## config.mk

```make
export PLATFORM = sky130hd
export DESIGN_NAME = arx_perm_core
export DESIGN_NICKNAME = d
export VERILOG_FILES = /design/src/rtl/arx_perm_core.sv
export SDC_FILE = /design/constraint.sdc
export NUM_CORES = 2
export LEC_CHECK = 0
export CAP_MARGIN = 20
export CORE_AREA = 2 2 402 404
export DETAILED_ROUTE_END_ITERATION = 7
export DIE_AREA = 0 0 404 406
export DONT_BUFFER_PORTS = 1
export PLACE_DENSITY = 0.54
export SETUP_SLACK_MARGIN = 0.05
export SYNTH_ARGS = -nofsm -noshare
export SYNTH_HDL_FRONTEND = slang
export SYNTH_SLANG_ARGS = --single-unit
```

## constraint.sdc

```tcl
create_clock -name clk -period 7.4 [get_ports clk]
set_input_delay 1.11 -clock clk [delete_from_list [all_inputs] [get_ports clk]]
set_output_delay 1.11 -clock clk [all_outputs]
set_load 0.01 [all_outputs]
```

## src/rtl/arx_perm_core.sv

```systemverilog
module arx_perm_core #(
  parameter int W      = 32,
  parameter int ROUNDS = 4
) (
  input  logic            clk,
  input  logic            rst_n,
  input  logic            start,
  input  logic [16*W-1:0] state_in,
  output logic            busy,
  output logic            done,
  output logic [16*W-1:0] state_out
);

  localparam int CW = (ROUNDS > 1) ? $clog2(ROUNDS) : 1;
  localparam int R0 = 8;
  localparam int R1 = (W == 64) ? 19 : 11;
  localparam int R2 = (W == 64) ? 40 : 16;
  localparam int R3 = (W == 64) ? 63 : 31;

  typedef logic [W-1:0] word_t;

  function automatic word_t hmix(word_t x, word_t y);
    return (x ^ y) ^ ((x & y) << 1);
  endfunction

  function automatic word_t rotr(word_t x, int n);
    return (x >> n) | (x << (W - n));
  endfunction

  function automatic logic [4*W-1:0] quarter(logic [4*W-1:0] q);
    word_t a, b, c, d;
    {d, c, b, a} = q;
    a = hmix(a, b);
    d = rotr(a ^ d, R0);
    c = hmix(c, d);
    b = rotr(c ^ b, R1);
    a = hmix(a, b);
    d = rotr(a ^ d, R2);
    c = hmix(c, d);
    b = rotr(c ^ b, R3);
    return {d, c, b, a};
  endfunction

  logic [16*W-1:0] st;
  logic [CW-1:0]   cnt;
  word_t cur [16];
  word_t col [16];
  word_t sh  [16];
  word_t dg  [16];
  word_t nxt [16];
  logic [16*W-1:0] nxt_flat;

  assign state_out = st;

  always_comb begin
    for (int i = 0; i < 16; i++) cur[i] = st[i*W +: W];
    for (int c = 0; c < 4; c++)
      {col[12+c], col[8+c], col[4+c], col[c]} = quarter({cur[12+c], cur[8+c], cur[4+c], cur[c]});
    for (int r = 0; r < 4; r++)
      for (int j = 0; j < 4; j++)
        sh[r*4+j] = col[r*4 + ((j + r) % 4)];
    for (int c = 0; c < 4; c++)
      {dg[12+c], dg[8+c], dg[4+c], dg[c]} = quarter({sh[12+c], sh[8+c], sh[4+c], sh[c]});
    for (int r = 0; r < 4; r++)
      for (int j = 0; j < 4; j++)
        nxt[r*4 + ((j + r) % 4)] = dg[r*4+j];
    for (int i = 0; i < 16; i++) nxt_flat[i*W +: W] = nxt[i];
  end

  always_ff @(posedge clk or negedge rst_n) begin
    if (!rst_n) begin
      st   <= '0;
      busy <= 1'b0;
      done <= 1'b0;
      cnt  <= '0;
    end else begin
      done <= 1'b0;
      if (!busy) begin
        if (start) begin
          st   <= state_in;
          busy <= 1'b1;
          cnt  <= '0;
        end
      end else begin
        st <= nxt_flat;
        if (cnt == CW'(ROUNDS - 1)) begin
          busy <= 1'b0;
          done <= 1'b1;
          cnt  <= '0;
        end else begin
          cnt <= cnt + 1'b1;
        end
      end
    end
  end

  a_r2_load: assert property (@(posedge clk) disable iff (!rst_n)
    (start && !busy) |=> (busy && !done));
  a_r3_done_at_end: assert property (@(posedge clk) disable iff (!rst_n)
    $fell(busy) |-> done);
  a_r4_single_pulse: assert property (@(posedge clk) disable iff (!rst_n)
    done |=> !done);
  a_r9_done_idle: assert property (@(posedge clk) disable iff (!rst_n)
    done |-> !busy);
  a_r8_hold: assert property (@(posedge clk) disable iff (!rst_n)
    (!busy && !start) |=> $stable(state_out));

endmodule

```

==> flow_summary_export.csv <==
group,metric,value,unit
run_status,status,"finished with violations",
run_status,violations,"slew limit, setup timing",
detailed_routing,finalWirelength,491.7,mm
global_routing,grt_pass1_vias,61840,
setup_path,crit_path_max_fanout,2,
placement,io_buffers,0,
global_routing,antenna_found_initial,81,
setup_path,cp_data_arrival_time,8.25,ns
finish,nets,10900,
clocking,clkSlewWorstSetupHoldPaths,0.07,ns
die,coreArea,0.1596,mm^2
die,die_h,406,um
logic_synthesis,synthArstFlopShare,100.0,%
clocking,htreeDepth,3,
logic_synthesis,netlist_area,0.05718,mm^2
sta,finalClockSkew,0.05767,ns
clocking,ctsRootBufferMaster,"clkbuf_16",
finish,drive_gt1_share,63.91,%
sta,fin_ws,-0.2871,ns
detailed_routing,drc,0,
logic_synthesis,yosysWarnings,0,
detailed_routing,num_vias,66150,
clocking,cts.sink_count,516,
logic_synthesis,synthDistinctLibCells,25,
sta,fin_crit,7.687,ns
clocking,clk_path_buf_depth,3,
finish,final_common_cell,"buf_4",
detailed_routing,via_per_inst,5.719,
sta,tightest_slew,4.945,ns
clocking,hold_buffers,0,
die,io_pins,1029,
sta,setup_viol,28,
setup_path,end_kind,"flip-flop",
logic_synthesis,synth_top_area_cell,"dfrtp_1",
logic_synthesis,seq_area_frac_synth,22.58,%
logic_synthesis,syn_area_per_cell,10.35,um^2
logic_synthesis,dominantRegCellSynth,"dfrtp_1",
detailed_routing,drt_first_iter_violations,8923,
global_routing,grt_use_total,56.66,%
die,start_util,35.82,%
global_routing,grt_pass1_wl,596.3,mm
placement,routabilityCongestion,1.208,
run,maxCapViolations,0,
logic_synthesis,synth-seq-cells,516,
global_routing,grt_max_degree,742,
finish,stdcell_count,11570,
logic_synthesis,synth_edf_count,0,
sta,period_share,103.9,%
clocking,cts_inserted_buffers,67,
sta,rsz0062_at_grt,"true",
sta,hold_violations,0,
logic_synthesis,synthCells,5524,
finish,area_delta_synth_final,92.73,%
detailed_routing,final_antenna_net_count,0,
die,floorplan.die_area,0.1640,mm^2
global_routing,grt-ovfl-total,0,
logic_synthesis,yosysTopAreaCellShare,22.58,%
finish,final_cell_mix,"buf_4 (3,841), ha_1 (490), xor2_2 (483)",
logic_synthesis,synth_fp_nets,7032,
setup_path,critPathKind,"flip-flop to flip-flop",
setup_path,start_kind,"flip-flop",
sta,clock.fmax,130.1,MHz
setup_path,slowest_stage,"xnor3_2",
clocking,insertion_delay,0.74,ns
detailed_routing,firstDrtPassIters,6,
detailed_routing,wl_per_cell,42.51,um
setup_path,cp_slowest_stage_delay,0.65,ns
logic_synthesis,synthTopCellsByArea,"dfrtp_1 (23%), ha_1 (22%), xor2_1 (17%), xnor2_1 (12%), xnor3_1 (5.7%)",
clocking,cts_tree,"done",
placement,placedCellCount,10560,
sta,drv_slew,708,
die,rows,147,
placement,dp_hpwl,415.1,mm
setup_path,critPathRequiredTime,7.96,ns
die,die_x,404,um
sta,slew_headroom,-229.7,%
worst_hold_path,hold_path.class,"primary input to asynchronous set/reset pin",
[state kept, by name, indices dropped and copies added, names as in the netlist]
| register | flops |
|---|---|
| state_out | 512 |
| done | 1 |
| busy | 1 |
| cnt | 2 |
[cell families after synthesis]
family	synth area share, %
compound gates	7.516
xor+xnor	36.03
fa+ha+maj	21.73
buf+inv	2.744
flops	22.58
mux	5.013
simple gates	4.383
[synthesized netlist by cell type (23+ instances only)]
library cell  instances
inv_1               223
ha_1                993
xnor2_1             753
nor2b_1             228
xor2_1             1112
xor3_1               23
dfrtp_1             516
xnor3_1             145
nand2_1             279
o21ai_0             271
buf_1                23
a21oi_1             228
mux2i_1             274
clkbuf_1            172
a211oi_1            228
[stage by stage]
step | utilization, % | setup WS (ns) | hold slack, ns | setup TNS (ns) | cell area (um^2)
after detailed placement | 52.32 | -2.857 | 0.4761 | -242.28 | 83520
after global routing | 68.98 | -0.2638 | 0.08155 | -4.614 | 110100
after floorplan | - | 0.7709 | 0.4500 | 0 | 57180
final | 69.03 | -0.2871 | 0.09638 | -2.640 | 110200
after CTS | 62.34 | 0.01750 | 0.07788 | 0 | 99530
after global placement | 52.30 | -3.030 | 0.4645 | -249.42 | 83500
[final timing paths]
check,start,endpoint,slack (ns),cells after the start
worst min register to register,cnt[0]$_DFFE_PN0P_,cnt[0]$_DFFE_PN0P_,0.48,1
worst min-delay path,rst_n,state_out[456]$_DFFE_PN0P_,0.1,0
worst max register to register,state_out[193]$_DFFE_PN0P_,state_out[223]$_DFFE_PN0P_,-0.29,28
min in group clk,cnt[0]$_DFFE_PN0P_,cnt[0]$_DFFE_PN0P_,0.48,1
max in group asynchronous,rst_n,busy$_DFF_PN0_,5.60,0
worst max-delay path,state_out[193]$_DFFE_PN0P_,state_out[223]$_DFFE_PN0P_,-0.29,28
[metal layers]
metal	track usage, %	share of wire, %
met1	65.41	34
met2	77.54	38
met3	24.27	15
met4	54.76	13
met5	0	0.10
[worst max-delay path: cells and delay by family, from the launching register on]
| kind | cells | cell delay, ns |
|---|---|---|
| buffers and inverters | 5 | 0.84 |
| XOR/XNOR | 14 | 3.89 |
| adder cells (fa/ha/maj) | 8 | 2.25 |
| AO/OA/AOI/OAI | 1 | 0.09 |
| flip-flops | 1 | 0.41 |
[layout make-up]
cell class                      instances  area (um^2)
Multi-Input combinational cell       4590        60490
Fill cell                           12130        49440
Timing Repair Buffer                 3989        30920
Sequential cell                       516        13010
Tap cell                             2086         2610
Clock buffer                           93         1968
Inverter                              223        843.3
Clock inverter                         26        254.0
Antenna cell                           44        110.1
[repair_timing]
action                                  in CTS  in global routing
endpoints found under the setup margin     368                241
pin swaps                                  676                877
gates resized for setup                   1464                942
buffers inserted                           445                401
Power is left out: the tool's default activity adds up to more than one toggle a clock period on the data nets, which glitch-free logic cannot reach.
